--- src/rtl/wake_detect_pkg.sv ---
package wake_detect_pkg;
  // number of wake sources: local pin, high-side wire, low-side wire
  localparam int unsigned NSRC    = 3;
  localparam int unsigned SRC_LOC = 0;
  localparam int unsigned SRC_HI  = 1;
  localparam int unsigned SRC_LO  = 2;

  // strobes from control to the debounce datapath
  typedef struct packed {
    logic flush;   // hold every debounce count at zero
    logic tickEn;  // advance counts this cycle
  } cntStrobes_t;
endpackage

--- src/rtl/wake_detect_dpath.sv ---
module wake_detect_dpath
  import wake_detect_pkg::*;
#(
  parameter int unsigned WAKE_MIN_TICKS = 8,
  parameter int unsigned CANH_MIN_TICKS = 7,
  parameter int unsigned CANL_MIN_TICKS = 9
) (
  input  logic              clk,
  input  logic              rstN,
  input  cntStrobes_t       strb,
  input  logic [NSRC-1:0]   srcActive,
  output logic [NSRC-1:0]   srcHit
);
  localparam int unsigned MAX_A   = (WAKE_MIN_TICKS > CANH_MIN_TICKS) ? WAKE_MIN_TICKS : CANH_MIN_TICKS;
  localparam int unsigned MAX_LIM = (MAX_A > CANL_MIN_TICKS) ? MAX_A : CANL_MIN_TICKS;
  localparam int unsigned CW      = (MAX_LIM < 2) ? 1 : $clog2(MAX_LIM + 1);

  function automatic int unsigned limOf(int unsigned idx);
    if (idx == SRC_LOC) return WAKE_MIN_TICKS;
    if (idx == SRC_HI)  return CANH_MIN_TICKS;
    return CANL_MIN_TICKS;
  endfunction

  for (genvar g = 0; g < NSRC; g++) begin : gSrc
    localparam int unsigned LIM  = limOf(g);
    localparam logic [CW-1:0] LAST = CW'((LIM == 0) ? 0 : LIM - 1);
    logic [CW-1:0] cnt;

    // the qualifying tick that completes the window
    assign srcHit[g] = strb.tickEn & srcActive[g] & (cnt == LAST);

    always_ff @(posedge clk or negedge rstN) begin
      if (!rstN) begin
        cnt <= '0;
      end else if (strb.flush || !srcActive[g]) begin
        cnt <= '0;
      end else if (strb.tickEn) begin
        cnt <= srcHit[g] ? '0 : cnt + 1'b1;
      end
    end
  end
endmodule

--- src/rtl/wake_detect_ctrl.sv ---
module wake_detect_ctrl
  import wake_detect_pkg::*;
(
  input  logic            clk,
  input  logic            rstN,
  input  logic            wakeLvl,
  input  logic            canhDom,
  input  logic            canlDom,
  input  logic            lowPwrEn,
  input  logic            clrReq,
  input  logic            tick,
  input  logic [NSRC-1:0] srcHit,
  output cntStrobes_t     strb,
  output logic [NSRC-1:0] srcActive,
  output logic            wakeReq
);
  logic refLvl;
  logic [NSRC-1:0] rawActive;

  // reference follows the pin while idle and after every local wake
  always_ff @(posedge clk or negedge rstN) begin
    if (!rstN) begin
      refLvl <= 1'b0;
    end else if (!lowPwrEn || srcHit[SRC_LOC]) begin
      refLvl <= wakeLvl;
    end
  end

  always_comb begin
    rawActive          = '0;
    rawActive[SRC_LOC] = wakeLvl ^ refLvl;
    rawActive[SRC_HI]  = canhDom;
    rawActive[SRC_LO]  = canlDom;
    srcActive          = rawActive & {NSRC{lowPwrEn}};
    strb.flush         = ~lowPwrEn;
    strb.tickEn        = tick & lowPwrEn;
  end

  // a completing detection takes priority over a clear
  always_ff @(posedge clk or negedge rstN) begin
    if (!rstN) begin
      wakeReq <= 1'b0;
    end else if (|srcHit) begin
      wakeReq <= 1'b1;
    end else if (clrReq) begin
      wakeReq <= 1'b0;
    end
  end
endmodule

--- src/rtl/wake_detect.sv ---
module wake_detect
  import wake_detect_pkg::*;
#(
  parameter int unsigned WAKE_MIN_TICKS = 8,
  parameter int unsigned CANH_MIN_TICKS = 7,
  parameter int unsigned CANL_MIN_TICKS = 9
) (
  input  logic clk,
  input  logic rstN,
  input  logic wakeLvl,
  input  logic canhDom,
  input  logic canlDom,
  input  logic lowPwrEn,
  input  logic clrReq,
  input  logic tick,
  output logic wakeReq
);
  cntStrobes_t     strb;
  logic [NSRC-1:0] srcActive;
  logic [NSRC-1:0] srcHit;

  wake_detect_ctrl u_ctrl (
    .clk       (clk),
    .rstN      (rstN),
    .wakeLvl   (wakeLvl),
    .canhDom   (canhDom),
    .canlDom   (canlDom),
    .lowPwrEn  (lowPwrEn),
    .clrReq    (clrReq),
    .tick      (tick),
    .srcHit    (srcHit),
    .strb      (strb),
    .srcActive (srcActive),
    .wakeReq   (wakeReq)
  );

  wake_detect_dpath #(
    .WAKE_MIN_TICKS (WAKE_MIN_TICKS),
    .CANH_MIN_TICKS (CANH_MIN_TICKS),
    .CANL_MIN_TICKS (CANL_MIN_TICKS)
  ) u_dpath (
    .clk       (clk),
    .rstN      (rstN),
    .strb      (strb),
    .srcActive (srcActive),
    .srcHit    (srcHit)
  );
endmodule

--- config.mk ---
export PLATFORM = sky130hd
export DESIGN_NAME = wake_detect
export DESIGN_NICKNAME = d
export VERILOG_FILES = /design/src/rtl/wake_detect_pkg.sv /design/src/rtl/wake_detect_dpath.sv /design/src/rtl/wake_detect_ctrl.sv /design/src/rtl/wake_detect.sv
export SDC_FILE = /design/constraint.sdc
export NUM_CORES = 1
export LEC_CHECK = 0
export BUFFER_PORTS_ARGS = -buffer_cell sky130_fd_sc_hd__buf_2
export CORE_MARGIN = 3
export CORE_UTILIZATION = 42
export DETAILED_ROUTE_END_ITERATION = 10
export SKIP_CTS_REPAIR_TIMING = 1
export SLEW_MARGIN = 15
export SYNTH_ARGS = -nofsm -noshare
export SYNTH_HDL_FRONTEND = slang
export SYNTH_SLANG_ARGS = --single-unit
--- constraint.sdc ---
create_clock -name clk -period 1.2 [get_ports clk]
set_input_delay 0 -clock clk [delete_from_list [all_inputs] [get_ports clk]]
set_output_delay 0 -clock clk [all_outputs]
set_load 0.05 [all_outputs]
Word-level counts from Yosys, hierarchy flattened
Cells that the tools add are included.

cells by class
  reductions and logical operators = 13
  bitwise operators = 10
  equality and inequality tests = 3
  add/sub/neg operators = 3
  muxes and demuxes = 11

operator list
  operator                                             count
  two-way mux 4 bit                                    9
  adder 4 x 1 -> 4 bit, second input constant          3
  equality test 4 x 3 -> 1 bit, second input constant  2
  nonzero test 2 bit                                   4
  AND 1 bit                                            7
  equality test 4 bit, second input constant           1
  logical NOT 1 bit                                    4
  logical OR 1 bit                                     4
  AND 3 bit                                            1
  OR reduction 3 bit                                   1
  two-way mux 1 bit                                    2
  inverter 1 bit                                       1
  XOR 1 bit                                            1

storage, ports and cells
  input bits = 8
  output and inout port bits = 1
  flip-flop bits (word level) = 14
  logic and storage cells = 45

Longest topological paths before layout
Gate-level depths: netlist of the first run.

  depth in word-level cells = 7
  mapped depth = 5
  depth with buffers taken out = 5

Cells and area by module
A second synthesis of the first run with hierarchy kept.

second synthesis, totals
  cell total of the unflattened synthesis = 87
  area total of the unflattened synthesis = 834.6 um^2

modules (own cells, without submodules)
  module             seq. area each (um^2)  cells each  instances  area each (um^2)
  wake_detect_dpath  300.3                  74          1          710.7
  wake_detect_ctrl   50.0                   13          1          123.9

Worst setup path after synthesis of the first run
Ideal clock, no wire load.

  path kind = flip-flop to flip-flop
  from = register u_dpath.gSrc[1].cnt[0]
  to = register u_dpath.gSrc[1].cnt[2]
  slack = -0.123 ns
  cell stages (with the launch flop) = 6
  path buffers = 0
  arrival = 1.222 ns
  data required time = 1.099 ns
  clock period less this slack = 1.323 ns
  setup time = 0.101 ns
  path through = dfrtp_1 inv_1 ha_1 and3b_1 or2_4 o311ai_2

on the way
  word-level cells in the longest chain between the ends = 5
  elaborated cells between the ends (all ways) = 6
  those cells by class = 1 x add/sub; 1 x eq/ne; 3 x mux; 1 x bitwise

ends and longest elaborated chain
  item                                                          RTL line                 source
  start: declaration                                            wake_detect_dpath.sv:27  logic [CW-1:0] cnt;
  start signal: assignment                                      wake_detect_dpath.sv:38  cnt <= srcHit[g] ? '0 : cnt + 1'b1;
  branches (longest 2 deep; another with adder 4 x 1 -> 4 bit)  n/a
  two-way mux 4 bit (*)                                         wake_detect_dpath.sv:38
  two-way mux 4 bit (*)                                         wake_detect_dpath.sv:37  end else if (strb.tickEn) begin
  two-way mux 4 bit (*)                                         wake_detect_dpath.sv:35  end else if (strb.flush || !srcActive[g]) begin

Every way passes the cells marked *. The select of a mux whose other input is x is not followed.
A chain may end at the register's enable or synchronous reset.

Worst setup path in the final report of the first run
  from = register u_dpath.gSrc[1].cnt[0]
  to = register u_dpath.gSrc[1].cnt[1]

The elaborated chain is that of the path after synthesis.

==> results.yml, run 1 <==
status:
  status: "complete, but fails checks"
  violations: "negative hold slack, negative setup slack"
clocking:
  cts_tree: "done"
  clk_latency_ps: 280
  cts_max_path_buffers: 2
  path_clk_slew_ps: 90
  clock_sinks: 14
  cts_buffers: 3
  cts-root-buf: "clkbuf_4"
  htreeDepth: 1
placement:
  post-place-ws_ps: -97.3
  port_buffers: 8
  hpwl_mm: 1.15
  gp_congestion: 0.839
  placed_cell_area_um2: 918
global_routing:
  grt_remaining_overflow: 0
  grt_pass1_vias: 631
  grt_pass1_wl_mm: 2.70
  antenna_found_initial: 0
  grt_max_degree: 15
  grtUsageTotal: 0.147
synthesis:
  synthSimpleGateAreaFrac: 0.231
  synth_xor_area_frac: 0.0332
  syn_avg_cell_area_um2: 9.88
  ys_warn_count: 0
  synthArstFlopShare: 1.00
  synth_seq_cells: 14
  synth_top_family_by_area: "simple AND/OR/NAND/NOR gates"
  synthAdderAreaFrac: 0.0791
  syn_inst: 80
  syn_area_um2: 791
  yosysSeqAreaShare: 0.443
  synth_compound_area_frac: 0.127
  synthMuxAreaShare: 0.0396
  ys.flop_type: "dfrtp_1"
  synth_edf_count: 0
  yosysUniqueCellTypes: 30
  syn-num-nets: 93
route:
  via_per_inst: 4.98
  avgRoutedWirePerCell_um: 12.1
  dr.pass1.iters: 4
  routed_wl_mm: 1.55
  drt.antenna.violating_nets: 0
  drtIter0Drc: 6
  dr_total_vias: 637
  post-route-drc-count: 0
power_and_ir_drop:
  power_density_mw_per_mm2: 928
  p_total_uw: 944
  p_seq_frac: 0.519
  switchingPower_uw: 226
  p_sw_frac: 0.239
  p_int_uw: 718
  comb_power_share: 0.115
  p_clk_frac: 0.366
  vdd_drop_max_mv: 0.635
  leakage_uw: 0.000463
timing:
  rsz0062_at_grt: "true"
  tightestPinTransition_ps: 327
  fmax_mhz: 761
  drv_slew: 0
  relSlewSlack: 0.782
  final_hold_viol_count: 1
  skew_ps: 4.30
  period_minus_slack_ps: 1310
  whs_ps: -11.9
  setup-violations-final: 5
  finalSetupTns_ps: -268
  post-route-period-util: 1.10
  timing.final.ws_setup_ps: -114
worst_setup_path:
  rr_worst_depth: 5
  cp_max_fo: 3
  cp-end-kind: "flop"
  crit_type: "flop to flop"
  worst_setup_path_start_kind: "flop"
  worst-path-buf-inv: 1
  critPathTopFamily: "simple AND/OR/NAND/NOR gates"
  required_ps: 1390
  cp.depth: 5
  slowest_stage: "dfrtp_1"
  crit_chain: "inv_1 -> ha_2 -> and3b_2 -> or2_4 -> o21ai_0"
  critical_path.max_stage_delay_ps: 350
  critPathArrivalTime_ps: 1500
job:
  maxCapViolCount: 0
die:
  die_y_um: 49.4
  io_pins: 9
  dieWidth_um: 49.4
  die_area_mm2: 0.00244
  core_mm2: 0.00175
  rows: 15
  initial_core_util: 0.453
final_layout:
  synthToLayoutAreaGrowth_pct: 28.6
  fillers: 165
  multiInputGateArea_um2: 438
  layout-drive-gt1-share: 0.340
  layout_common_cells: "14 x dfrtp_1, 13 x nand2_1, 10 x buf_4"
  seqCellArea_um2: 350
  final_common_cell: "dfrtp_1"
  n_antenna_cell: 0
  nNetsFinal: 117
  fin_area_mm2: 0.00102
worst_hold_path:
  holdPathStages: 3
  hp-class: "primary input to flop"
[cell families (layout without fill, tap and decap cells)]
group / after synthesis / in the layout
AND/OR/NAND/NOR: 33 / 33
flip-flops: 14 / 14
buffers and inverters: 8 / 31
multiplexers: 3 / 3
AO/OA/AOI/OAI: 14 / 14
XOR/XNOR: 3 / 3
adder cells (fa/ha/maj): 5 / 5
[final cells by class]
cell class                 count  share of cell area
clock buffer                   4              0.0357
multi-input combinational     58               0.431
inverter                       7              0.0258
timing repair buffer          20               0.133
tap                           25              0.0308
sequential                    14               0.344
[power groups by stage]
stage	clock, uW	sequential, uW	combinational (uW)
after floorplan	0	500	46.0
final	345	490	109
after detailed placement	0	498	96.1
after global routing	383	492	124
after CTS	353	489	96.3
after global placement	0	498	92.6
[worst register-to-register path: cells and delay by family (launching register included)]
kind,cells,cell delay (ps)
AND/OR/NAND/NOR,2,440
flip-flops,1,350
AO/OA/AOI/OAI,1,210
adder cells (fa/ha/maj),1,160
buffers and inverters,1,50
[Yosys cell counts (2+ instances only)]
cell type | number | share of area
a21oi_1 | 2 | 0.013
and3b_1 | 2 | 0.022
dfrtp_1 | 14 | 0.44
ha_1 | 5 | 0.079
inv_1 | 7 | 0.033
mux2i_1 | 2 | 0.025
nand2_1 | 13 | 0.062
nand3_1 | 3 | 0.019
nand4_1 | 2 | 0.016
nor2_1 | 3 | 0.014
o21ai_0 | 6 | 0.038
xor2_1 | 3 | 0.033
[per-stage QoR]
step | std cells | utilization | hold WS, ps
floorplan | 80 | - | -296
global placement | 121 | 0.526 | -85.3
detailed placement | 121 | 0.526 | -84.3
CTS | 125 | 0.547 | -395
global route | 128 | 0.583 | 5.01
finish | 128 | 0.583 | -11.9
[sequential cells by signal, indices dropped and copies added (netlist names)]
register and cells:
u_ctrl.wakeReq 1, u_dpath.gSrc.cnt 12, u_ctrl.refLvl 1
[final timing paths]
kind                                   startpoint                endpoint  slack, ps
max in group asynchronous                    rstN  u_dpath.gSrc[0].cnt[0]        820
max reg2reg                u_dpath.gSrc[1].cnt[0]  u_dpath.gSrc[1].cnt[1]       -110
min in group asynchronous                    rstN  u_dpath.gSrc[2].cnt[1]        130
min                                       canlDom  u_dpath.gSrc[2].cnt[1]        -10
max                        u_dpath.gSrc[1].cnt[0]  u_dpath.gSrc[1].cnt[1]       -110
min reg2reg                u_dpath.gSrc[1].cnt[3]  u_dpath.gSrc[1].cnt[3]        540
[routing by layer]
layer | global-route usage | wire (um)
met3 | 0.0367 | 58
met4 | 0.0829 | 17
met1 | 0.180 | 709
met5 | 0 | 0
met2 | 0.234 | 764
(Power assumes the default switching activity.)
==> run 2: changes to the inputs <==
PLACE_DENSITY_LB_ADDON = 0.2   (was not set)
==> run 2 against run 1 <==
The flow still finishes with violations (negative hold slack, negative setup slack). Maximum frequency is 1.9% higher. Worst hold slack better by 5.5 ps. Critical path depth stayed put. Core utilization down 1.4 points. Global-route usage fell by 0.75 points. Largest cell class unchanged.
==> results.yml, run 2 (synthesized netlist as in run 1, its figures left out) <==
final_layout:
  largest_reg_flops: 12
  fin_util: 0.568
  layout_common_cells: "14 x dfrtp_1, 12 x nand2_1, 9 x buf_4"
  top_register: "u_dpath.gSrc.cnt"
  final_common_cell: "dfrtp_1"
  layout-drive-gt1-share: 0.347
  nNetsFinal: 116
  n_antenna_cell: 0
  reg_top3: "u_dpath.gSrc.cnt: 12 flops, u_ctrl.refLvl: 1 flops, u_ctrl.wakeReq: 1 flops"
  synthToLayoutAreaGrowth_pct: 25.5
power_and_ir_drop:
  p_clk_frac: 0.304
  switchingPower_uw: 207
  p_total_uw: 854
  p_sw_frac: 0.242
  comb_power_share: 0.122
  leakage_uw: 0.000452
  p_int_uw: 647
  power_density_mw_per_mm2: 860
  vdd_drop_max_mv: 0.527
  p_seq_frac: 0.574
global_routing:
  grtUsageTotal: 0.140
  grt_remaining_overflow: 0
  grt_pass1_vias: 642
  grt_max_degree: 15
  antenna_found_initial: 0
  grt_pass1_wl_mm: 2.62
worst_hold_path:
  hp-start: "canlDom"
  min_to: "u_dpath.gSrc[2].cnt[1]"
  hp-class: "primary input to flop"
  holdPathStages: 3
clocking:
  htreeDepth: 1
  cts_tree: "done"
  cts_buffers: 3
  clock_sinks: 14
  path_clk_slew_ps: 80
  cts_max_path_buffers: 2
  cts-root-buf: "clkbuf_4"
  clk_latency_ps: 270
worst_setup_path:
  rr_worst_depth: 5
  cp_max_fo: 3
  r2r_slack_ps: -90
  worst_setup_path_start_kind: "flop"
  required_ps: 1380
  reg2reg_from: "u_dpath.gSrc[1].cnt[0]"
  critPathArrivalTime_ps: 1470
  timing.rr.end: "u_dpath.gSrc[1].cnt[2]"
  cp-end-kind: "flop"
  crit_type: "flop to flop"
timing:
  setup-violations-final: 3
  drv_slew: 0
  skew_ps: 1.42
  post-route-period-util: 1.07
  period_minus_slack_ps: 1290
  relSlewSlack: 0.788
  timing.final.ws_setup_ps: -90.0
  final_hold_viol_count: 1
  fmax_mhz: 775
  rsz0062_at_grt: "true"
  whs_ps: -6.33
  tightestPinTransition_ps: 319
die:
  core_mm2: 0.00175
  initial_core_util: 0.453
  die_area_mm2: 0.00244
  io_pins: 9
  die_y_um: 49.4
  dieWidth_um: 49.4
  rows: 15
route:
  dr.pass1.iters: 4
  post-route-drc-count: 0
  drt.antenna.violating_nets: 0
  avgRoutedWirePerCell_um: 11.6
  routed_wl_mm: 1.46
  dr_total_vias: 646
  via_per_inst: 5.13
  drtIter0Drc: 6
status:
  violations: "negative hold slack, negative setup slack"
  status: "complete, but fails checks"
placement:
  hpwl_mm: 1.14
  gp_congestion: 0.878
  post-place-ws_ps: -98.6
  port_buffers: 8
job:
  maxCapViolCount: 0
[run 2: worst max-delay path, cell delays in order, from the launching register on]
cell and delay (ps):
dfrtp_1 370, inv_2 40, ha_2 160, and3b_1 180, or2_4 250, o311ai_2 210
[run 2: area by class of cell]
| type | instances | area [um2] |
|---|---|---|
| Fill cell | 150 | 753 |
| Sequential cell | 14 | 350 |
| Inverter | 7 | 26.3 |
| Tap cell | 25 | 31.3 |
| Clock buffer | 3 | 22.5 |
| Timing Repair Buffer | 19 | 128 |
| Multi-Input combinational cell | 58 | 434 |
[run 2: metrics by stage]
| step | setup TNS (ps) | cell area (um2) | std cells |
|---|---|---|---|
| after floorplan | -88.0 | 791 | 80 |
| after global placement | -109 | 918 | 121 |
| after detailed placement | -237 | 918 | 121 |
| after CTS | -355 | 941 | 124 |
| after global routing | -399 | 992 | 126 |
| final | -131 | 992 | 126 |
[run 2: metal layers]
metal / global-route usage / up-vias / share of wire
met1: 0.160 / 306 / 0.47
met5: 0 / - / 0
met4: 0.0415 / 0 / 0
met3: 0.0642 / 0 / 0.047
met2: 0.232 / 14 / 0.49
li1: - / 326 / -
[run 2: worst max path at each step]
stage | from | end | slack (ps) | cells after the start
after detailed placement | u_dpath.gSrc[1].cnt[0] | u_dpath.gSrc[1].cnt[2] | -100 | 5
after global placement | u_dpath.gSrc[1].cnt[0] | u_dpath.gSrc[1].cnt[2] | -40 | 5
final | u_dpath.gSrc[1].cnt[0] | u_dpath.gSrc[1].cnt[2] | -90 | 5
after global routing | u_dpath.gSrc[1].cnt[0] | u_dpath.gSrc[1].cnt[2] | -120 | 5
after floorplan | u_dpath.gSrc[1].cnt[0] | u_dpath.gSrc[1].cnt[2] | -90 | 5
after CTS | u_dpath.gSrc[1].cnt[0] | u_dpath.gSrc[1].cnt[2] | -100 | 5
[run 2: power by group through the flow]
stage / logic [uW] / registers, uW / clock network (uW)
3_3_place_gp: 92.6 / 498 / 0
2_1_floorplan: 46.0 / 500 / 0
6_report: 104 / 490 / 259
5_1_grt: 118 / 491 / 288
3_5_place_dp: 94.3 / 498 / 0
4_1_cts: 94.2 / 489 / 277
